==> src/rtl/stat_cal_framer.sv <==
module stat_cal_framer #(
  parameter int NUM_PORTS = 8,
  parameter int MAX_SLOTS = 256,
  parameter int REP_W     = 8,
  localparam int PORT_W   = $clog2(NUM_PORTS),
  localparam int LEN_W    = $clog2(MAX_SLOTS)
) (
  input  logic                        clk,
  input  logic                        rst_n,
  input  logic                        enable,
  input  logic                        lvds_mode,
  input  logic                        sw_en,
  input  logic                        cal_sel,
  input  logic [LEN_W-1:0]            cfg_len,
  input  logic [REP_W-1:0]            cfg_rep,
  input  logic [MAX_SLOTS*PORT_W-1:0] map0,
  input  logic [MAX_SLOTS*PORT_W-1:0] map1,
  input  logic [2*NUM_PORTS-1:0]      port_status,
  output logic [1:0]                  stat_o,
  output logic                        stat_vld_o
);

  typedef enum logic [1:0] {S_FRAME, S_SEL, S_DATA, S_PAR} st_t;

  st_t              st;
  logic [LEN_W-1:0] len_l, slot;
  logic [REP_W-1:0] rep_l, rep;
  logic             cal_l;
  logic [1:0]       acc, word;

  wire [PORT_W-1:0] port_idx = cal_l ? map1[slot*PORT_W +: PORT_W]
                                     : map0[slot*PORT_W +: PORT_W];
  wire [1:0] raw    = port_status[{port_idx, 1'b0} +: 2];
  wire [1:0] data_w = (raw == 2'b11) ? 2'b10 : raw;
  wire       live   = enable && rst_n;

  always_comb begin
    case (st)
      S_SEL:   word = cal_l ? 2'b10 : 2'b01;
      S_DATA:  word = data_w;
      S_PAR:   word = ~acc;
      default: word = 2'b11;
    endcase
  end

  assign stat_o     = live ? word : 2'b11;
  assign stat_vld_o = live;

  always_ff @(posedge clk) begin
    if (!rst_n) begin
      st    <= S_FRAME;
      len_l <= LEN_W'(1);
      rep_l <= REP_W'(7);
      cal_l <= 1'b0;
      slot  <= '0;
      rep   <= '0;
      acc   <= 2'b11;
    end else if (!enable) begin
      st <= S_FRAME;
    end else begin
      case (st)
        S_FRAME: begin
          len_l <= cfg_len | {{(LEN_W-2){1'b0}}, {2{lvds_mode}}};
          rep_l <= cfg_rep;
          cal_l <= sw_en & cal_sel;
          slot  <= '0;
          rep   <= '0;
          acc   <= 2'b11;
          st    <= sw_en ? S_SEL : S_DATA;
        end
        S_SEL: begin
          acc <= {acc[0], acc[1]} ^ word;
          st  <= S_DATA;
        end
        S_DATA: begin
          acc <= {acc[0], acc[1]} ^ word;
          if (slot == len_l) begin
            slot <= '0;
            if (rep == rep_l) st <= S_PAR;
            else              rep <= rep + 1'b1;
          end else begin
            slot <= slot + 1'b1;
          end
        end
        default: st <= S_FRAME;
      endcase
    end
  end

  assert_idle_frame_R1: assert property (@(posedge clk)
    !enable |=> (st == S_FRAME));
  assert_par_then_frame_R2: assert property (@(posedge clk) disable iff (!rst_n)
    (enable && st == S_PAR) |=> (!enable || stat_o == 2'b11));
  assert_slot_bound_R3: assert property (@(posedge clk) disable iff (!rst_n)
    slot <= len_l);
  assert_rep_bound_R4: assert property (@(posedge clk) disable iff (!rst_n)
    rep <= rep_l);
  assert_no_frame_in_data_R6: assert property (@(posedge clk) disable iff (!rst_n)
    (live && st == S_DATA) |-> (stat_o != 2'b11));
  assert_sel_after_frame_R8: assert property (@(posedge clk) disable iff (!rst_n)
    (enable && st == S_FRAME && sw_en) |=> (!enable || st == S_SEL));
  assert_lvds_len_R9: assert property (@(posedge clk) disable iff (!rst_n)
    (enable && st == S_FRAME && lvds_mode) |=> (len_l[1:0] == 2'b11));
  assert_cfg_hold_R10: assert property (@(posedge clk) disable iff (!rst_n)
    (st != S_FRAME) |=> ($stable(len_l) && $stable(rep_l) && $stable(cal_l)));

endmodule

==> config.mk <==
export PLATFORM = sky130hd
export DESIGN_NAME = stat_cal_framer
export DESIGN_NICKNAME = d
export VERILOG_FILES = /design/src/rtl/stat_cal_framer.sv
export SDC_FILE = /design/constraint.sdc
export NUM_CORES = 1
export LEC_CHECK = 0
export BUFFER_PORTS_ARGS = -buffer_cell sky130_fd_sc_hd__buf_4
export CAP_MARGIN = 20
export CORE_AREA = 2 2 619 621
export DETAILED_ROUTE_END_ITERATION = 7
export DIE_AREA = 0 0 621 623
export MAX_ROUTING_LAYER = met4
export PLACE_DENSITY = 0.3
export SLEW_MARGIN = 25
export SYNTH_ARGS = -nofsm -noshare
export SYNTH_HDL_FRONTEND = slang
export SYNTH_SLANG_ARGS = --single-unit
==> constraint.sdc <==
create_clock -name clk -period 7.4 [get_ports clk]
set_input_delay 1.48 -clock clk [delete_from_list [all_inputs] [get_ports clk]]
set_output_delay 1.48 -clock clk [all_outputs]
set_load 0.01 [all_outputs]
Yosys cells after proc, flatten, opt, wreduce, memory -nomap -nowiden:

Index checks and enable logic that the tools add are counted.

* order comparisons: 0
* mux-type cells: 15
* reduce and logical (&&, ||, !) cells: 11
* add/sub/neg operators: 2
* multiply operators: 1
* equal/unequal tests: 9
* bitwise gates (word level): 4
* shift-type cells: 3
* divide/modulo/power cells: 0

Operator list (number)
* variable part select 768 x 11 -> 3 bit: 2
* case mux 8 bit (2 select lines): 2
* two-way mux 8 bit: 3
* adder 8 x 1 -> 8 bit (second input constant): 2
* equality test 8 bit: 2
* variable part select 16 x 5 -> 2 bit: 1
* two-way mux 2 bit: 6
* case mux 2 bit (3 select lines): 2
* multiplier 8 x 2 -> 10 bit (second input constant): 1
* AND reduction 2 bit: 5
* OR 8 x 2 -> 8 bit: 1
* equality test 2 bit (second input constant): 3
* inequality test 2 bit (second input constant): 3
* case mux 2 bit (2 select lines): 1
* AND reduction 4 bit: 1
* nonzero test 2 bit: 2
* two-way mux 3 bit: 1
* equality test 2 x 1 -> 1 bit (second input constant): 1
* zero test 2 bit: 1
* inverter 2 bit: 1
* OR reduction 2 bit: 1
* XOR 2 bit: 1
* bitwise AND 1 bit: 1
* logical AND 1 bit: 1

* output and inout port bits: 3
* input port bits: 1574
* bits in writable memories: 0
* logic and storage cells: 52
* flip-flop bits (word level): 37
* memories: 0
* latch bits: 0
* bits in read-only memories: 0

Longest topological paths before layout:

Gate-level depths: netlist of the first run.

* depth in word-level cells: 9
* gate-level depth with buffers: 17
* depth with buffers taken out: 11

Least setup slack after synthesis of the first run:

OpenSTA, ideal clock, no wires.

* path kind: input-to-output
* start point: input port map0[394]
* end point: output port stat_o[0]
* data required time: 5.920 ns
* setup slack: 1.606 ns
* arrival: 4.314 ns
* cell stages on the path: 11
* path buffers: 0
* cells stage by stage: mux4_2 > mux4_2 > nor2_1 > o21ai_0 > a311o_1 > o211ai_1 > o21ai_1 > o311a_1 > o32a_1 > a31o_1 > or2_1

* word-level cells in the longest chain between the ends: 7

RTL lines
* start, declared: RTL line 16 `input logic [MAX_SLOTS*PORT_W-1:0] map0,`
* variable part select 768 x 11 -> 3 bit (*): RTL line 32 `: map0[slot*PORT_W +: PORT_W];`
* two-way mux 3 bit (*): RTL line 31 `wire [PORT_W-1:0] port_idx = cal_l ? map1[slot*PORT_W +: PORT_W]`
* variable part select 16 x 5 -> 2 bit (*): RTL line 33 `wire [1:0] raw = port_status[{port_idx, 1'b0} +: 2];`
* equality test 2 bit: RTL line 34 `wire [1:0] data_w = (raw == 2'b11) ? 2'b10 : raw;`
* two-way mux 2 bit (*): RTL line 34
* case mux 2 bit (3 select lines) (*): RTL line 38 `case (st)`
* two-way mux 2 bit (*): RTL line 46 `assign stat_o = live ? word : 2'b11;`
* end, declared: RTL line 19 `output logic [1:0] stat_o,`

Every way passes the cells marked *; elsewhere a longest branch is shown, timed or not.

Worst setup path after layout of the first run:

* start point: register cal_l
* end point: output port stat_o[0]

* word-level cells in the longest chain between the ends: 6
* elaborated cells on any way between the ends: 7
* those cells by class: eq/ne: 1; shift: 1; mux: 5

RTL lines
* start, declared: RTL line 28 `logic cal_l;`
* start signal, assigned: RTL line 65 `cal_l <= sw_en & cal_sel;`
* two-way mux 3 bit: RTL line 31
* variable part select 16 x 5 -> 2 bit: RTL line 33
* equality test 2 bit: RTL line 34
* two-way mux 2 bit: RTL line 34
* case mux 2 bit (3 select lines) (*): RTL line 38
* two-way mux 2 bit (*): RTL line 46

Marks and branches as above.

==> summary.txt, run 1 <==
Power
  – IR Drop Worst-Case VDD: 69.2 uV
  – Pwr dens: 64.8 mW/mm2
  – Total power draw: 0.00219 W
  – LEAKAGE: 12.3 nW

Yosys
  – Sequential area share after synthesis: 5.02%
  – Mux cell area share after synthesis: 68.4%
  – Xor-xnor portion of the synthesized cell area: 1.60%
  – Cell variety after synth: 70
  – Synth Area in Simple Gates: 7.20%
  – Top-area cell type share of the netlist area: 58.5%
  – Leading area contributor after synthesis: mux4_2
  – Post-synth net total: 2759
  – Top_reg_cell synth: dfxtp_1
  – Largest cells by area after synthesis: mux4_2, mux2i_1, dfxtp_1, nand2_1, buf_2
  – Synth Area in Compound Gates: 10.8%
  – Post-Syn Area: 0.0147 mm2
  – Syn avg cell area: roughly 13 um2
  – Synthesized instance count: 1178
  – Adder-cell share of the synthesized area: 0.594%
  – Asr flop ratio synth: 0%
  – Synthesis Warnings: 0
  – Main combinational cell family by area after synthesis: multiplexers
  – Post-synth EDFFs: 0
  – Seq cells post-synth: 37

STA
  – # setup viols final: 0
  – Clock Skew: 0.00296 ns
  – Worst slew pin tran: 1.26 ns
  – Final min period: 7.11 ns
  – Max Slew Vio Count: 0
  – Max_slew headroom: 13.9%
  – Fmax: 141 MHz
  – Final cycle utilization of the critical path: a little over nine tenths
  – Hold Fails Final Rpt: 0
  – Hold_ws: roughly 0.48 ns
  – RSZ-0062 raised after global routing: false

Routing
  – Vias post-DR: roughly 22k
  – Vias per inst: 2.75
  – Post-route ant nets: 0
  – Wirelength per Cell: 43.0 um
  – Remaining DRCs: 0
  – Drt pass-1 iters: 5
  – Drt first-iter violations: 1400
  – Routed Wire Length: between 300000 and 400000 um

Global route
  – Overall global routing resource usage: between 10% and 20%
  – Global-route wire length before repair: about 400000 um
  – Pin count of the biggest net entering global routing: 50
  – Initial antenna violation count: 541
  – Total grt overflow: 0
  – Vias in the first global route: between 20k and 25k

Placement
  – Routability cong.: about 0.93
  – Buffers on Ports: 1576
  – Post-DP HPWL: 320000 um

Setup path
  – Crit path launch type: flip-flop
  – Cell mode on critical path: o22ai_1
  – Critical Path AT: 5.63 ns
  – Worst reg-to-reg path cell count: 11
  – Worst path slowest cell: mux2i_1
  – Crit. End Element: output port
  – CP Cell Sequence: buf_6, mux4_2, mux2i_1, o22ai_1, a2111oi_2, nor2_1, a21oi_2, o22ai_1, o32a_1, a31o_1, or2_1, buf_4
  – CP Class: flip-flop to output port
  – Critical Path Max Stage Delay: 0.95 ns
  – Worst Path Max Fanout: 26
  – CP Data Required Time: 5.92 ns

Clock network
  – CTS tree: yes
  – Clock sinks: 37
  – Reg clk slew, reported paths: approximately 0.070 ns
  – Clock Tree Root: clkbuf_16
  – CTS Buf Count: 5
  – Hold_buf cts: 0
  – Deepest clock path buffer count: 2
  – H-tree Lvls: 2
  – Clock Latency Late Sink: 0.30 ns

Min path
  – Worst Hold Depth: 2
  – Worst min path class: flip-flop to flip-flop

Final layout
  – Synth-to-layout area growth: 130%
  – Nets: 4330
  – Share of post-route cells with drive strength above 1: 78.1%
  – Util after Layout: 8.89%

Floorplanning
  – Core area: 0.381 mm2
  – Initial Utilization: 3.87%
  – Io pins: 1577
  – Total die area: between 0.3 and 0.4 mm2
  – Die width: slightly above 600 um
  – Placement Rows: between 200 and 250
  – Die height: ~620 um

Run
  – # Max-Cap Violations: 0

Status
  – Outcome: completed
-- cell families (layout without fill, tap and decap cells) --
| family | count (synthesis) | in the layout |
|---|---|---|
| muxes | 511 | 511 |
| AOI/OAI and AO/OA | 213 | 213 |
| xor gates and xnor gates | 27 | 27 |
| and+or+nand+nor | 225 | 225 |
| adders and majority gates | 7 | 7 |
| DFF | 37 | 37 |
| other | 0 | 159 |
| buffers and inverters | 158 | 1730 |
-- worst max-delay path, delay by kind of cell, from the launching register on --
kind	cells	cell delay [ns]
AOI/OAI and AO/OA	6	1.85
buffers and inverters	2	0.64
DFF	1	0.78
muxes	2	1.53
and+or+nand+nor	2	0.38
-- final cells by class --
cell class	count	area [um2]
clock inverter	3	45.0
clock buffer	5	125
tap	5038	6300
timing repair buffer	1703	13000
multi-input combinational	983	13100
inverter	19	78.8
antenna	159	398
sequential	37	762
fill	44300	347000
-- cell usage after synthesis, types with 9 or more instances --
cell type,number
a21boi_0,12
a221oi_1,13
nor3_1,9
buf_2,54
inv_1,17
a22oi_1,35
o22ai_1,15
a21oi_1,17
mux2_2,21
a22o_1,11
buf_4,24
nand2_1,81
mux4_2,383
clkbuf_1,37
dfxtp_1,37
buf_6,18
nor2_1,51
nand3_1,23
mux4_1,9
mux2i_1,98
a31oi_1,12
xor2_1,13
o21ai_0,22
a211oi_1,9
xnor2_1,14
nor2b_1,12
o221ai_1,11
-- per-layer routing --
metal  up-vias  GRT usage (%)  wire length (um)
li1       8619              -                 -
met5         -              -                 0
met1     10900           19.6            135000
met2      1779           30.8            171000
met4         0           1.72              6620
met3       559           6.29             28900
-- registers in the layout, summed over array words and instances (netlist names) --
name / cells
rep_l: 8
acc: 2
len_l: 8
rep: 8
cal_l: 1
slot: 8
st: 2
-- power breakdown --
group          leakage [nW]  internal (W)  switching (W)
sequential            0.307      0.000207      0.0000187
combinational          12.0      0.000949       0.000753
clock                0.0853      0.000160       0.000106
total                  12.3       0.00132       0.000878
-- metrics by stage --
stage / worst slack (ns) / setup TNS [ns] / cells / area (um2)
floorplan: 1.61 / 0 / 1178 / 14700
global route: 0.0515 / 0 / 7922 / 33800
finish: 0.287 / 0 / 7947 / 33800
detailed placement: -0.109 / -0.109 / 7775 / 33200
CTS: 0.0337 / 0 / 7788 / 33400
global placement: -0.338 / -0.592 / 7774 / 33200
-- layout by cell type, fill, tap and decap left out, types with 17 or more instances in the layout --
cell | netlist | routed
mux2i_1 | 98 | 97
buf_12 | 4 | 17
nand2_1 | 81 | 81
dfxtp_1 | 37 | 30
diode_2 | 0 | 159
o21ai_0 | 22 | 21
nand3_1 | 23 | 23
a21oi_1 | 17 | 17
mux4_2 | 383 | 383
a22oi_1 | 35 | 35
nor2_1 | 51 | 48
buf_4 | 24 | 1683
mux2_2 | 21 | 21
-- timing repair --
| action | in CTS | in global routing |
|---|---|---|
| setup endpoints to repair | 2 | 1 |
| setup buffers | 5 | 0 |
| resized for setup | 2 | 1 |
| pin swaps | 1 | 0 |
-- final timing paths --
path / endpoint / start / slack [ns]
max: stat_o[0] / cal_l / 0.29
min: rep_l[7] / rep_l[7] / 0.48
max reg2reg: acc[0] / cal_l / 2.03
min reg2reg: rep_l[7] / rep_l[7] / 0.48
Power figures use the tool's default switching activity.
==> run 2, diff against run 1 <==
==> constraint.sdc (replaced) <==
create_clock -name clk -period 7.4 [get_ports clk]
set_input_delay 1.48 -clock clk [delete_from_list [all_inputs] [get_ports clk]]
set_output_delay 1.48 -clock clk [all_outputs]
set_load 0.05 [all_outputs]
==> run 2 against run 1 <==
Critical path depth is 4 higher; fmax decreased by 0.58%; clock skew is 0.0025 ns higher; core utilization barely moved; wire length rose by 1.0%; first-iteration DRC count is 3.5% higher; global-route usage rose by 0.21 points; highest routed layer unchanged; die area is the same; critical path type unchanged; sequential power is essentially flat; via count increased by 0.16%; combinational power is essentially flat; total power is 0.19% higher.
==> summary.txt, run 2 (synthesis gave the netlist of run 1 again) <==
Final layout
  – Final Instance Count excl. Fillers: 7938
  – Most common cell after layout, fill and taps aside: buf_4
  – Share of post-route cells with drive strength above 1: 78.0%
  – Most frequent cells in the layout: buf_4, mux4_2, mux2i_1, nand2_1, nor2_1
  – Area occupied by multi-input gates: 0.0131 mm2
  – Synth-to-layout area growth: 129%
  – Fillers: 44.4k
  – Reg area: 762 um2
  – Nets: 4330
  – Post-route cell area: around 0.034 mm2

STA
  – Total Negative Setup Slacks: 0 ns
  – RSZ-0062 raised after global routing: false
  – Clock Skew: 0.00544 ns
  – Max_slew headroom: 19.0%
  – Final cycle utilization of the critical path: 96.7%
  – Hold Fails Final Rpt: 0
  – Max Slew Vio Count: 0
  – Final min period: 7.16 ns
  – Hold_ws: 0.482 ns
  – Fmax: between 100 and 150 MHz
  – Worst slew pin tran: 1.18 ns
  – # setup viols final: 0

Run
  – # Max-Cap Violations: 0

Clock network
  – Deepest clock path buffer count: 2
  – H-tree Lvls: 2
  – Clock Tree Root: clkbuf_16
  – CTS tree: yes
  – CTS resizes: 0
  – Clock sinks: 37
  – Reg clk slew, reported paths: 0.07 ns
  – CTS Buf Count: 5
  – Clock Latency Late Sink: approximately 0.30 ns

Global route
  – Vias in the first global route: 22.2k
  – Global-route wire length before repair: 397000 um
  – Total grt overflow: 0
  – Initial antenna violation count: 569
  – Overall global routing resource usage: 17.8%
  – Pin count of the biggest net entering global routing: 54

Routing
  – Post-route ant nets: 0
  – Drt pass-1 iters: 5
  – Drt first-iter violations: 1449
  – Vias post-DR: 21.9k
  – Wirelength per Cell: approximately 44 um
  – Routed Wire Length: 345000 um
  – DR WL met2: ~170000 um
  – Vias per inst: about 2.8
  – Remaining DRCs: 0
  – Routed wl met3: 28200 um
  – Max layer used: met4
  – Post-Route M1 WL: 136000 um

Floorplanning
  – Io pins: 1577
  – Core area: between 0.3 and 0.4 mm2
  – Placement Rows: 227
  – Die width: between 600 and 700 um
  – Total die area: approximately 0.39 mm2
  – Initial Utilization: ~3.9%
  – Die height: 623 um

Setup path
  – Critical Path AT: 5.68 ns
  – Worst Path Max Fanout: 22
  – CP Class: flip-flop to output port
  – CP Data Required Time: 5.92 ns
  – Crit path launch type: flip-flop
  – Crit. End Element: output port
  – Worst reg-to-reg path cell count: 15

Placement
  – Buffers on Ports: between 1.5k and 2k
  – Routability cong.: 0.944
  – Placed cell count: 7775
  – Post-DP HPWL: 324000 um
  – Area of placed instances: 0.0332 mm2

Power
  – LEAKAGE: 12.3 nW
  – Switching share of total power: 40.1%
  – Clk network pwr share: 12.0%
  – Logic pwr share: 77.7%
  – P_int: ~0.0013 W
  – Switching power: between 0.0008 and 0.0009 W
  – Pwr dens: around 65 mW/mm2
  – Total power draw: 0.00220 W
  – IR Drop Worst-Case VDD: between 70 and 80 uV
  – Power share of the sequential group: 10.2%

Min path
  – Worst min path class: flip-flop to flip-flop
  – Worst Hold Depth: 2

Status
  – Outcome: completed
## run 2: final timing paths
kind / to / slack (ns) / startpoint
worst min-delay path: len_l[7] / 0.48 / len_l[7]
worst max register to register: acc[0] / 2.02 / cal_l
worst min register to register: len_l[7] / 0.48 / len_l[7]
worst max-delay path: stat_o[0] / 0.24 / cal_l
## run 2: per-layer routing
| metal | up-vias | GRT usage [%] |
|---|---|---|
| met1 | 10900 | 19.8 |
| met4 | 0 | 1.69 |
| met2 | 1815 | 31.5 |
| met5 | - | - |
| met3 | 567 | 6.11 |
| li1 | 8601 | - |
## run 2: worst max-delay path, cell delays in order (launching register included)
cell and delay (ns):
dfxtp_4 0.70, buf_12 0.31, buf_4 0.28, mux4_2 0.57, nand2_1 0.10, nand2_1 0.10, a2111oi_0 1.05, a311oi_1 0.18
a2111oi_4 0.43, buf_12 0.18, buf_4 0.12, o21a_1 0.11, o21ai_0 0.10, o32a_1 0.33, a31o_1 0.28, or2_1 0.21
buf_4 0.20
## run 2: power by group through the flow
stage / logic [W] / registers [W] / clock network [W]
after floorplan: 0.000569 / 0.000219 / 0
after global placement: 0.00175 / 0.000231 / 0
after detailed placement: 0.00176 / 0.000231 / 0
after CTS: 0.00176 / 0.000226 / 0.000276
after global routing: 0.00180 / 0.000227 / 0.000285
final: 0.00171 / 0.000225 / 0.000265
## run 2: area by class of cell
class / instances / share of cell area, %
multi-input cells: 983 / 38.8
repair buffers: 1703 / 38.5
diodes: 150 / 1.11
clock buffers: 5 / 0.370
clock inverters: 3 / 0.133
well taps: 5038 / 18.6
flip-flops and latches: 37 / 2.25
inverters: 19 / 0.233
## run 2: through the flow
stage / setup WS (ns) / utilization, %
6_report: 0.245 / 8.88
5_1_grt: 0.0259 / 8.88
2_1_floorplan: 1.45 / -
3_3_place_gp: -0.174 / 8.72
4_1_cts: 0.173 / 8.78
3_5_place_dp: -0.183 / 8.73
## run 2: what timing repair did
item	CTS	global route
endpoints found under the setup margin	2	0
buffers inserted	5	0
endpoints found under the hold margin	0	0
hold buffers	0	0
